<file path="src/rtl/dma_chan_pkg.sv">
package dma_chan_pkg;

    typedef enum logic [2:0] {
        ST_IDLE,
        ST_WAIT,
        ST_READ,
        ST_WRITE,
        ST_UPDATE
    } xfer_state_e;

    localparam logic [2:0] OFS_CTRL  = 3'd0;
    localparam logic [2:0] OFS_PADDR = 3'd1;
    localparam logic [2:0] OFS_MADDR = 3'd2;
    localparam logic [2:0] OFS_COUNT = 3'd3;
    localparam logic [2:0] OFS_FLAGS = 3'd4;

    typedef struct packed {
        logic [1:0] prio;
        logic       done_ie;
        logic       half_ie;
        logic       dir;
        logic       en;
    } ctrl_t;

endpackage

</file>
<file path="src/rtl/dma_chan_regs.sv">
module dma_chan_regs
    import dma_chan_pkg::*;
#(
    parameter int AW = 16,
    parameter int CW = 16
) (
    input  logic          clk,
    input  logic          rst_n,
    input  logic          cfg_we,
    input  logic [2:0]    cfg_addr,
    input  logic [31:0]   cfg_wdata,
    output logic [31:0]   cfg_rdata,
    input  logic          step_i,
    input  logic          half_set_i,
    input  logic          done_set_i,
    output ctrl_t         ctrl_o,
    output logic [AW-1:0] paddr_o,
    output logic [AW-1:0] maddr_o,
    output logic [CW-1:0] count_o,
    output logic [CW-1:0] half_mark_o,
    output logic          multi_o,
    output logic [1:0]    flags_o
);
    localparam int CTRL_W = $bits(ctrl_t);

    ctrl_t         ctrl_q;
    logic [AW-1:0] paddr_q;
    logic [AW-1:0] maddr_q;
    logic [CW-1:0] count_q;
    logic [CW-1:0] half_mark_q;
    logic          multi_q;
    logic [1:0]    flags_q;
    logic          wr_ctrl;
    logic          wr_open;
    logic          count_zero;
    ctrl_t         ctrl_wr;

    assign count_zero = (count_q == '0);
    assign wr_ctrl    = cfg_we && (cfg_addr == OFS_CTRL);
    assign wr_open    = cfg_we && !ctrl_q.en;

    always_comb begin
        ctrl_wr    = ctrl_t'(cfg_wdata[CTRL_W-1:0]);
        ctrl_wr.en = cfg_wdata[0] && !count_zero;
    end

    always_ff @(posedge clk) begin
        if (!rst_n) begin
            ctrl_q      <= '0;
            paddr_q     <= '0;
            maddr_q     <= '0;
            count_q     <= '0;
            half_mark_q <= '0;
            multi_q     <= 1'b0;
            flags_q     <= '0;
        end else begin
            if (wr_ctrl) begin
                ctrl_q <= ctrl_wr;
                if (ctrl_wr.en && !ctrl_q.en) begin
                    half_mark_q <= count_q >> 1;
                    multi_q     <= (count_q > CW'(1));
                end
            end
            if (wr_open && cfg_addr == OFS_PADDR) paddr_q <= cfg_wdata[AW-1:0];
            if (wr_open && cfg_addr == OFS_MADDR) maddr_q <= cfg_wdata[AW-1:0];
            if (wr_open && cfg_addr == OFS_COUNT) count_q <= cfg_wdata[CW-1:0];
            if (step_i) begin
                count_q <= count_q - CW'(1);
                maddr_q <= maddr_q + AW'(1);
                if (count_q == CW'(1)) ctrl_q.en <= 1'b0;
            end
            flags_q[0] <= (flags_q[0] && !(cfg_we && cfg_addr == OFS_FLAGS && cfg_wdata[0]))
                          || half_set_i;
            flags_q[1] <= (flags_q[1] && !(cfg_we && cfg_addr == OFS_FLAGS && cfg_wdata[1]))
                          || done_set_i;
        end
    end

    always_comb begin
        unique case (cfg_addr)
            OFS_CTRL:  cfg_rdata = 32'(ctrl_q);
            OFS_PADDR: cfg_rdata = 32'(paddr_q);
            OFS_MADDR: cfg_rdata = 32'(maddr_q);
            OFS_COUNT: cfg_rdata = 32'(count_q);
            OFS_FLAGS: cfg_rdata = 32'(flags_q);
            default:   cfg_rdata = '0;
        endcase
    end

    assign ctrl_o      = ctrl_q;
    assign paddr_o     = paddr_q;
    assign maddr_o     = maddr_q;
    assign count_o     = count_q;
    assign half_mark_o = half_mark_q;
    assign multi_o     = multi_q;
    assign flags_o     = flags_q;

    AST_NO_UNDERFLOW: assert property (@(posedge clk) disable iff (!rst_n)
        step_i |-> !count_zero) else $error("count stepped at zero");
    AST_PADDR_LOCKED: assert property (@(posedge clk) disable iff (!rst_n)
        (ctrl_q.en && $past(ctrl_q.en)) |-> $stable(paddr_q)) else $error("paddr moved while enabled");
    AST_STEP_ADVANCES: assert property (@(posedge clk) disable iff (!rst_n)
        step_i |=> (maddr_q == $past(maddr_q) + AW'(1))) else $error("maddr did not advance");

endmodule

</file>
<file path="src/rtl/dma_chan_fsm.sv">
module dma_chan_fsm
    import dma_chan_pkg::*;
#(
    parameter int AW = 16,
    parameter int CW = 16
) (
    input  logic          clk,
    input  logic          rst_n,
    input  logic          en_i,
    input  logic          dir_i,
    input  logic [AW-1:0] paddr_i,
    input  logic [AW-1:0] maddr_i,
    input  logic [CW-1:0] count_i,
    input  logic [CW-1:0] half_mark_i,
    input  logic          multi_i,
    input  logic          per_req_i,
    output logic          per_ack_o,
    output logic          eot_o,
    output logic          eot1_o,
    output logic          step_o,
    output logic          half_set_o,
    output logic          done_set_o,
    output logic          bus_req_o,
    output logic          bus_we_o,
    output logic [AW-1:0] bus_addr_o,
    output logic [7:0]    bus_wdata_o,
    input  logic [7:0]    bus_rdata_i,
    input  logic          bus_ack_i
);
    xfer_state_e state_q, state_d;
    logic [7:0]  byte_q;
    logic        last_byte;

    assign last_byte = (count_i == CW'(1));

    always_comb begin
        state_d = state_q;
        unique case (state_q)
            ST_IDLE:   if (en_i) state_d = ST_WAIT;
            ST_WAIT:   if (!en_i) state_d = ST_IDLE;
                       else if (per_req_i) state_d = ST_READ;
            ST_READ:   if (bus_ack_i) state_d = ST_WRITE;
            ST_WRITE:  if (bus_ack_i) state_d = ST_UPDATE;
            ST_UPDATE: state_d = (last_byte || !en_i) ? ST_IDLE : ST_WAIT;
            default:   state_d = ST_IDLE;
        endcase
    end

    always_ff @(posedge clk) begin
        if (!rst_n) state_q <= ST_IDLE;
        else        state_q <= state_d;
    end

    always_ff @(posedge clk) begin
        if (!rst_n)                              byte_q <= '0;
        else if (state_q == ST_READ && bus_ack_i) byte_q <= bus_rdata_i;
    end

    always_comb begin
        per_ack_o   = 1'b0;
        eot_o       = 1'b0;
        eot1_o      = 1'b0;
        step_o      = 1'b0;
        half_set_o  = 1'b0;
        done_set_o  = 1'b0;
        bus_req_o   = 1'b0;
        bus_we_o    = 1'b0;
        bus_addr_o  = '0;
        bus_wdata_o = '0;
        unique case (state_q)
            ST_IDLE, ST_WAIT: ;
            ST_READ: begin
                bus_req_o  = 1'b1;
                bus_addr_o = dir_i ? maddr_i : paddr_i;
            end
            ST_WRITE: begin
                bus_req_o   = 1'b1;
                bus_we_o    = 1'b1;
                bus_addr_o  = dir_i ? paddr_i : maddr_i;
                bus_wdata_o = byte_q;
            end
            ST_UPDATE: begin
                per_ack_o  = 1'b1;
                step_o     = 1'b1;
                eot_o      = last_byte;
                done_set_o = last_byte;
                eot1_o     = multi_i && (count_i == CW'(2));
                half_set_o = ((count_i - CW'(1)) == half_mark_i);
            end
            default: ;
        endcase
    end

    AST_EN_DROPS_AT_END: assert property (@(posedge clk) disable iff (!rst_n)
        eot_o |=> !en_i) else $error("enable stayed set after end");
    AST_STROBES_EXCLUSIVE: assert property (@(posedge clk) disable iff (!rst_n)
        eot1_o |-> !eot_o) else $error("both strobes together");
    AST_ADDR_HOLD: assert property (@(posedge clk) disable iff (!rst_n)
        (bus_req_o && !bus_ack_i) |=> (bus_req_o && $stable(bus_addr_o) && $stable(bus_we_o)))
        else $error("bus access changed before ack");
    AST_START_ENABLED: assert property (@(posedge clk) disable iff (!rst_n)
        $rose(bus_req_o) |-> en_i) else $error("bus started while disabled");

endmodule

</file>
<file path="src/rtl/dma_chan_top.sv">
module dma_chan_top
    import dma_chan_pkg::*;
#(
    parameter int AW = 16,
    parameter int CW = 16
) (
    input  logic          clk,
    input  logic          rst_n,
    input  logic          cfg_we,
    input  logic [2:0]    cfg_addr,
    input  logic [31:0]   cfg_wdata,
    output logic [31:0]   cfg_rdata,
    input  logic          per_req,
    output logic          per_ack,
    output logic          per_eot,
    output logic          per_eot1,
    output logic          bus_req,
    output logic          bus_we,
    output logic [AW-1:0] bus_addr,
    output logic [7:0]    bus_wdata,
    input  logic [7:0]    bus_rdata,
    input  logic          bus_ack,
    output logic          irq_half,
    output logic          irq_done
);
    ctrl_t         ctrl;
    logic [AW-1:0] paddr;
    logic [AW-1:0] maddr;
    logic [CW-1:0] count;
    logic [CW-1:0] half_mark;
    logic          multi;
    logic [1:0]    flags;
    logic          step;
    logic          half_set;
    logic          done_set;

    dma_chan_regs #(.AW(AW), .CW(CW)) regs_i (
        .clk        (clk),
        .rst_n      (rst_n),
        .cfg_we     (cfg_we),
        .cfg_addr   (cfg_addr),
        .cfg_wdata  (cfg_wdata),
        .cfg_rdata  (cfg_rdata),
        .step_i     (step),
        .half_set_i (half_set),
        .done_set_i (done_set),
        .ctrl_o     (ctrl),
        .paddr_o    (paddr),
        .maddr_o    (maddr),
        .count_o    (count),
        .half_mark_o(half_mark),
        .multi_o    (multi),
        .flags_o    (flags)
    );

    dma_chan_fsm #(.AW(AW), .CW(CW)) fsm_i (
        .clk         (clk),
        .rst_n       (rst_n),
        .en_i        (ctrl.en),
        .dir_i       (ctrl.dir),
        .paddr_i     (paddr),
        .maddr_i     (maddr),
        .count_i     (count),
        .half_mark_i (half_mark),
        .multi_i     (multi),
        .per_req_i   (per_req),
        .per_ack_o   (per_ack),
        .eot_o       (per_eot),
        .eot1_o      (per_eot1),
        .step_o      (step),
        .half_set_o  (half_set),
        .done_set_o  (done_set),
        .bus_req_o   (bus_req),
        .bus_we_o    (bus_we),
        .bus_addr_o  (bus_addr),
        .bus_wdata_o (bus_wdata),
        .bus_rdata_i (bus_rdata),
        .bus_ack_i   (bus_ack)
    );

    assign irq_half = flags[0] && ctrl.half_ie;
    assign irq_done = flags[1] && ctrl.done_ie;

    AST_IRQ_NEEDS_FLAG: assert property (@(posedge clk) disable iff (!rst_n)
        (irq_half || irq_done) |-> (flags != 2'b00)) else $error("irq without flag");

endmodule

</file>
<file path="config.mk">
export PLATFORM = sky130hd
export DESIGN_NAME = dma_chan_top
export DESIGN_NICKNAME = d
export VERILOG_FILES = /design/src/rtl/dma_chan_pkg.sv /design/src/rtl/dma_chan_regs.sv /design/src/rtl/dma_chan_fsm.sv /design/src/rtl/dma_chan_top.sv
export SDC_FILE = /design/constraint.sdc
export NUM_CORES = 1
export LEC_CHECK = 0
export BUFFER_PORTS_ARGS = -buffer_cell sky130_fd_sc_hd__buf_2
export CELL_PAD_IN_SITES_DETAIL_PLACEMENT = 1
export CELL_PAD_IN_SITES_GLOBAL_PLACEMENT = 1
export CORE_ASPECT_RATIO = 1.2
export CORE_UTILIZATION = 40
export DETAILED_ROUTE_END_ITERATION = 12
export GPL_TIMING_DRIVEN = 0
export PLACE_DENSITY_LB_ADDON = 0.1
export SLEW_MARGIN = 25
export SYNTH_ARGS = -nofsm -noshare
export SYNTH_HDL_FRONTEND = slang
export SYNTH_SLANG_ARGS = --single-unit
</file>
<file path="constraint.sdc">
create_clock -name clk -period 2.7 [get_ports clk]
set_clock_uncertainty 0.05 [all_clocks]
set_input_delay 0.405 -clock clk [delete_from_list [all_inputs] [get_ports clk]]
set_output_delay 0.405 -clock clk [all_outputs]
set_load 0.005 [all_outputs]
</file>
==> results of run 1 <==
## state kept, by name, summed over array words and instances (netlist names), 2 cells and up
register            flops
regs_i.maddr_o         16
regs_i.flags_o          2
regs_i.half_mark_o     15
regs_i.count_o         16
regs_i.ctrl_o           6
regs_i.paddr_o         16
fsm_i.state_q           3
fsm_i.byte_q            8
## final cells by class
class | instances | area, µm²
Buffer | 66 | 350.3
Clock buffer | 11 | 242.7
Clock inverter | 5 | 52.55
Fill cell | 1596 | 6046
Inverter | 11 | 45.04
Multi-Input combinational cell | 520 | 3244
Sequential cell | 83 | 1662
Tap cell | 161 | 201.4
Timing Repair Buffer | 83 | 432.9
## report_power, final
group          switching, W  internal, W
Combinational      0.000247     0.000153
Sequential        0.0000243      0.00124
Clock              0.000532     0.000738
## metrics by stage
stage          hold slack [ns]     TNS, ns
3_3_place_gp            0.4076      -1.006
4_1_cts                 0.2489  -0.0008291
5_1_grt                 0.2783    -0.01450
3_5_place_dp            0.4159      -1.589
6_report                0.2514           0
2_1_floorplan           0.3952           0
## routing by layer
layer	vias up	wire length [µm]
met5	-	0
met3	42	1001
li1	2538	-
met1	2609	8131
met2	195	9737
met4	0	566
## critical path: stages, from the launching register on
cell and delay [ns]:
sky130_fd_sc_hd__dfxtp_1 0.33, sky130_fd_sc_hd__clkbuf_1 0.29, sky130_fd_sc_hd__or4_1 0.65, sky130_fd_sc_hd__nor4_4 0.17, sky130_fd_sc_hd__xnor2_1 0.19, sky130_fd_sc_hd__o21ai_0 0.14, sky130_fd_sc_hd__or3_1 0.43, sky130_fd_sc_hd__o31ai_4 0.28
## kinds of logic after synthesis
| kind of cell | Yosys count |
|---|---|
| other cells | 1 |
| mux | 31 |
| simple gates | 282 |
| xor+xnor | 25 |
| compound gates | 162 |
| flops | 83 |
| fa+ha+maj | 4 |
| buf+inv | 79 |
## placed cells by master, fill, tap and decap left out, drive strengths merged, types with 9 or more instances in the layout
cell	instances
nor2	71
inv	10
a211oi	10
xor2	10
o21ai	24
nor3	14
a21oi	66
a31oi	9
a22oi	18
xnor2	15
nand2	124
clkbuf	49
dfxtp	83
conb	16
mux2i	15
mux2	12
buf	111
nand3	9
and3	21
## repair_timing
item	CTS	global route
gates resized for setup	14	12
endpoints found under the setup margin	22	16
pin swaps	0	1
buffers inserted	0	7
gates cloned	0	0
## final timing paths
path                                                     startpoint                                  end  cells past startpoint
worst max register to register       regs_i.count_o[3]$_SDFFE_PN0P_         regs_i.flags_o[0]$_SDFF_PN0_                      7
worst min register to register  regs_i.half_mark_o[10]$_SDFFE_PN0P_  regs_i.half_mark_o[10]$_SDFFE_PN0P_                      2
worst max-delay path                 regs_i.count_o[3]$_SDFFE_PN0P_         regs_i.flags_o[0]$_SDFF_PN0_                      7
worst min-delay path                                   bus_rdata[5]         fsm_i.byte_q[5]$_SDFFE_PN0P_                      3
==> Flow_metrics.wiki, run 1 <==
{| class="wikitable"
! Metric !! Value
|-
| Vias in the first global route || 5700
|-
| Fin nets || approximately 830
|-
| CTS sink cnt || 83
|-
| Placed cell count || 919
|-
| CTS buffer count || 9
|-
| Max Cap Viol || 0
|-
| Post-CTS Hold Buffers || 0
|-
| Post-route minimum period || 2.620 ns
|-
| Critical Path AT || 2.82 ns
|-
| Peak supply drop || 0.2309 mV
|-
| Die W || about 110 µm
|-
| Synth Area in Simple Gates || 0.2639
|-
| Min-Delay Path Class || input pin to register
|-
| Routed len/inst || 20.68 µm
|-
| Post-route non-filler standard cell count || 940
|-
| Layout cell share with drive strength beyond 1 || 0.2439
|-
| Critical setup path kind || register to register
|-
| Seq cells post-synth || 83
|-
| Global routing met1 resource utilization || 0.3731
|-
| Kind of capture point of the worst setup path || register
|-
| Worst endpoint required time || approximately 2.9 ns
|-
| Floorplan die height || 126.0 µm
|-
| Global-route wire length before repair || 31080 µm
|-
| ANT cells || 0
|-
| Routed Antenna Nets || 0
|-
| Length of the first detailed-routing pass in iterations || 5
|-
| Met3 Resource Use GR || 0.02795
|-
| Multiplexer share of the synthesized area || 0.07322
|-
| Maximum net fanout on the critical path || 10
|-
| Std cell rows || 44
|-
| Launching element type of the critical path || register
|-
| Leakage || 2.549 nW
|-
| Clock-pin slew on the worst setup and hold paths || 0.06 ns
|-
| Count leader, synth || sky130_fd_sc_hd__nand2_1
|-
| Post-Synthesis Cell Area || 5126 µm²
|-
| Share of synthesized area occupied by flip-flops and latches || 0.3241
|-
| Worst R2R Setup Slack || 0.08 ns
|-
| Result of the run || finished clean
|-
| Detail Placement HPWL || around 15000 µm
|-
| H-tree level count || 3
|-
| Overall die area || about 13000 µm²
|-
| Remaining max-slew budget at the tightest pin || 0.4543
|-
| Clock tree from TritonCTS || yes
|-
| First-iteration detailed-routing DRC count || 327
|-
| Buffer type at the clock tree root || sky130_fd_sc_hd__clkbuf_16
|-
| Initial cell density of the core || 0.4175
|-
| GRT met2 Usage || 0.5356
|-
| Number of antenna violations at the first check in global routing || 0
|-
| Count of mapped cells out of synthesis || 667
|-
| Aggregate routed wire length || 19440 µm
|-
| Commonest cells in the netlist || sky130_fd_sc_hd__nand2_1, sky130_fd_sc_hd__dfxtp_1, sky130_fd_sc_hd__nor2_1, sky130_fd_sc_hd__a21oi_1, sky130_fd_sc_hd__clkbuf_1
|-
| Post-synthesis compound-gate area fraction || 0.2084
|-
| Top cell type's share of synthesized area || 0.3241
|-
| Maximum clock insertion buffer count || 2
|-
| Core footprint || roughly 12000 µm²
|-
| Total of endpoints with negative setup slack in the final report || 0
|-
| Highest clock rate || 381.7 MHz
|-
| Layout Utilization || 0.5075
|-
| I/O pin count || 111
|-
| Final cycle utilization of the critical path || 0.9704
|-
| Routability Congestion || 0.8659
|-
| Number of distinct standard cells referenced by the synthesized netlist || 66
|-
| Count of input and output buffers || 76
|-
| DR vias || 5384
|-
| Largest net degree at the start of global routing || 14
|-
| Total GRT Usage || 0.3016
|-
| Pre-CTS setup slack || -0.3107 ns
|-
| Dpl cell area || 5764 µm²
|-
| Arithmetic-cell share of the synthesized area counting full adders, half adders and majority gates || 0.009763
|-
| Min setup slack post-route || approximately 0.080 ns
|-
| Xor-xnor portion of the synthesized cell area || 0.04271
|-
| Slew at the pin with the worst max-slew slack || 0.8185 ns
|-
| Total count of hold-check failures in the final report || 0
|-
| Post-synth EDFFs || 0
|-
| Residual DRC || 0
|-
| Area added between synthesis and finish || 21.55%
|-
| PD cells || 471.5 nW/µm²
|-
| Cell area after layout || 6231 µm²
|-
| Final total power || between 0.002 and 0.003 W
|-
| Combinational family with the most area after synthesis || simple AND/OR/NAND/NOR gates
|-
| Cell type contributing the most total cell area after synthesis || sky130_fd_sc_hd__dfxtp_1
|-
| Synth top area cells || sky130_fd_sc_hd__dfxtp_1, sky130_fd_sc_hd__nand2_1, sky130_fd_sc_hd__a21oi_1
|-
| Most heavily used metal layer in global routing || met2
|-
| Post-DR vias/cell || 5.728
|-
| Count of pins over their slew limit || 0
|-
| Gr ovfl total || 0
|-
| Mapped Avg Cell Area || ~7.7 µm²
|-
| Post-synthesis async set-or-reset flop share || 0
|-
| Most used DFF post-synth || sky130_fd_sc_hd__dfxtp_1
|-
| Clock latency on the worst-skew pair || 0.35 ns
|-
| Synthesis warning total || 0
|}
No activity file was read; power rests on OpenSTA's default activity.
==> run 2, diff against run 1 <==
- CTS_BUF_LIST: not set -> sky130_fd_sc_hd__clkbuf_16
==> run 2 against run 1 <==
  * Via count increased by 0.24%
  * Design area decreased by 0.16%
  * Die area unchanged
  * Clock power about the same
  * Largest cell class unchanged
==> Flow_metrics.wiki, run 2 (synthesis gave the netlist of run 1 again) <==
{| class="wikitable"
! Metric !! Value
|-
| Gr ovfl total || 0
|-
| Post-route minimum period || 2.627 ns
|-
| Commonest non-fill, non-tap cell in the layout || sky130_fd_sc_hd__nand2_1
|-
| Initial cell density of the core || 0.4175
|-
| PD cells || 467.4 nW/µm²
|-
| DR vias || 5397
|-
| Maximum net fanout on the critical path || 10
|-
| R2r worst-path depth || 7
|-
| Min-Delay Path Class || input pin to register
|-
| Slew at the pin with the worst max-slew slack || 0.8217 ns
|-
| Largest net degree at the start of global routing || 14
|-
| Hold path startpoint || bus_rdata[5]
|-
| H-tree level count || 3
|-
| Count of input and output buffers || 76
|-
| Routed Antenna Nets || 0
|-
| Maximum clock insertion buffer count || 2
|-
| CTS sink cnt || 83
|-
| Critical Path AT || about 2.8 ns
|-
| Kind of capture point of the worst setup path || register
|-
| I/O pin count || 111
|-
| Capture instance of the worst register-to-register path || regs_i.flags_o[0]$_SDFF_PN0_
|-
| Area added between synthesis and finish || 21.36%
|-
| Final cycle utilization of the critical path || 0.9729
|-
| Overall die area || 13270 µm²
|-
| Peak supply drop || 0.2319 mV
|-
| Die W || 105.3 µm
|-
| Leakage || 2.547 nW
|-
| Switching Fraction || 0.2766
|-
| Highest clock rate || 380.7 MHz
|-
| First-iteration detailed-routing DRC count || around 360
|-
| Dpl cell area || 5764 µm²
|-
| Clock-pin slew on the worst setup and hold paths || ~0.060 ns
|-
| Global-route wire length before repair || slightly above 30000 µm
|-
| Critical setup path kind || register to register
|-
| Detail Placement HPWL || 14770 µm
|-
| CTS buffer count || 9
|-
| Max Cap Viol || 0
|-
| Remaining max-slew budget at the tightest pin || 0.4522
|-
| NetSw || 0.0008043 W
|-
| Residual DRC || 0
|-
| Top library cells by usage in the layout, fill and taps aside || sky130_fd_sc_hd__nand2_1, sky130_fd_sc_hd__dfxtp_1, sky130_fd_sc_hd__buf_2, sky130_fd_sc_hd__nor2_1, sky130_fd_sc_hd__a21oi_1
|-
| Core footprint || between 10000 and 15000 µm²
|-
| Worst endpoint required time || 2.90 ns
|-
| Pre-CTS setup slack || -0.3107 ns
|-
| Result of the run || finished clean
|-
| Cell area after layout || just over 6000 µm²
|-
| Share of power burned in registers || 0.436
|-
| Aggregate routed wire length || ~19000 µm
|-
| FF-to-FF Start || regs_i.count_o[3]$_SDFFE_PN0P_
|-
| Layout fillers || 1599
|-
| Clock tree from TritonCTS || yes
|-
| Clk pwr share || 0.426
|-
| Hold-critical path depth || 3
|-
| Fin nets || between 800 and 900
|-
| Std cell rows || 44
|-
| Routed len/inst || about 21 µm
|-
| Worst R2R Setup Slack || 0.07 ns
|-
| Total count of hold-check failures in the final report || 0
|-
| Min setup slack post-route || 0.07319 ns
|-
| Total internal power || 0.002103 W
|-
| Sink of the worst hold path || fsm_i.byte_q[5]$_SDFFE_PN0P_
|-
| Layout cell share with drive strength beyond 1 || 0.2426
|-
| ANT cells || 0
|-
| Final sum of negative setup slack || 0 ns
|-
| Total GRT Usage || 0.3006
|-
| Number of antenna violations at the first check in global routing || 0
|-
| Post-CTS Hold Buffers || 0
|-
| Clock latency on the worst-skew pair || 0.35 ns
|-
| Combinational power share || 0.138
|-
| Length of the first detailed-routing pass in iterations || 5
|-
| Count of pins over their slew limit || 0
|-
| Routability Congestion || 0.8659
|-
| Final total power || roughly 0.0029 W
|-
| Post-DR vias/cell || roughly 5.7
|-
| Launching element type of the critical path || register
|-
| Vias in the first global route || 5700
|-
| Buffer type at the clock tree root || sky130_fd_sc_hd__clkbuf_16
|-
| Total of endpoints with negative setup slack in the final report || 0
|-
| Floorplan die height || 126.0 µm
|}
==> run 2: changes by cell type in the layout (fill, tap and decap cells not counted) <==
cell                       delta
sky130_fd_sc_hd__clkbuf_8     -1
sky130_fd_sc_hd__clkbuf_1     -1
sky130_fd_sc_hd__clkinv_1     +1
sky130_fd_sc_hd__inv_1        +1
==> run 2: critical path, cell delays in order, from the launching register on <==
cell and delay, ns:
sky130_fd_sc_hd__dfxtp_1 0.33, sky130_fd_sc_hd__clkbuf_1 0.29, sky130_fd_sc_hd__or4_1 0.65, sky130_fd_sc_hd__nor4_4 0.17, sky130_fd_sc_hd__xnor2_1 0.19, sky130_fd_sc_hd__o21ai_0 0.14
sky130_fd_sc_hd__or3_1 0.43, sky130_fd_sc_hd__o31ai_4 0.28
==> run 2: routing by layer <==
metal	up-vias	track usage	part of all wire
met5	-	0	0
met4	0	0.1251	0.031
met3	45	0.02795	0.045
met2	186	0.5321	0.50
met1	2629	0.3715	0.43
li1	2537	-	-
==> run 2: what timing repair did <==
action | in CTS | in global routing
hold endpoints to repair | 0 | 0
setup buffers | 0 | 7
resized for setup | 14 | 12
setup endpoints to repair | 22 | 16
pin swaps | 0 | 1
==> run 2: worst max-delay path by stage <==
stage	startpoint	end	slack, ns	cells past startpoint
after floorplan	regs_i.count_o[6]$_SDFFE_PN0P_	regs_i.flags_o[0]$_SDFF_PN0_	0.41	7
after global placement	regs_i.count_o[0]$_SDFFE_PN0P_	regs_i.flags_o[0]$_SDFF_PN0_	-0.23	8
after detailed placement	regs_i.count_o[0]$_SDFFE_PN0P_	regs_i.flags_o[0]$_SDFF_PN0_	-0.31	8
after CTS	fsm_i.state_q[0]$_SDFFE_PN0P_	per_eot	-0.0008	8
after global routing	regs_i.count_o[0]$_SDFFE_PN0P_	regs_i.flags_o[0]$_SDFF_PN0_	-0.01	8
final	regs_i.count_o[3]$_SDFFE_PN0P_	regs_i.flags_o[0]$_SDFF_PN0_	0.07	7
==> run 2: final cells by class <==
class	count	area [µm²]	area share
well taps	161	201.4	0.03238
repair buffers	83	432.9	0.06959
plain buffers	66	350.3	0.05632
inverters	11	45.04	0.007241
flip-flops and latches	83	1662	0.2671
clock buffers	9	225.2	0.03620
multi-input cells	520	3244	0.5215
clock inverters	7	60.06	0.009654
==> run 2: metrics by stage <==
stage | util | hold WS (ns) | instances
floorplan | - | 0.3952 | 682
global placement | 0.4695 | 0.4076 | 919
detailed placement | 0.4695 | 0.4159 | 919
CTS | 0.4986 | 0.2489 | 934
global route | 0.5067 | 0.2783 | 940
finish | 0.5067 | 0.2502 | 940
==> run 2: power by group through the flow <==
| stage | combinational, W | clock [W] | sequential [W] |
|---|---|---|---|
| final | 0.000400 | 0.00124 | 0.00127 |
| after global routing | 0.000429 | 0.00129 | 0.00127 |
| after CTS | 0.000377 | 0.00125 | 0.00127 |
| after detailed placement | 0.000364 | 0 | 0.00129 |
| after global placement | 0.000354 | 0 | 0.00129 |
| after floorplan | 0.000237 | 0 | 0.00128 |
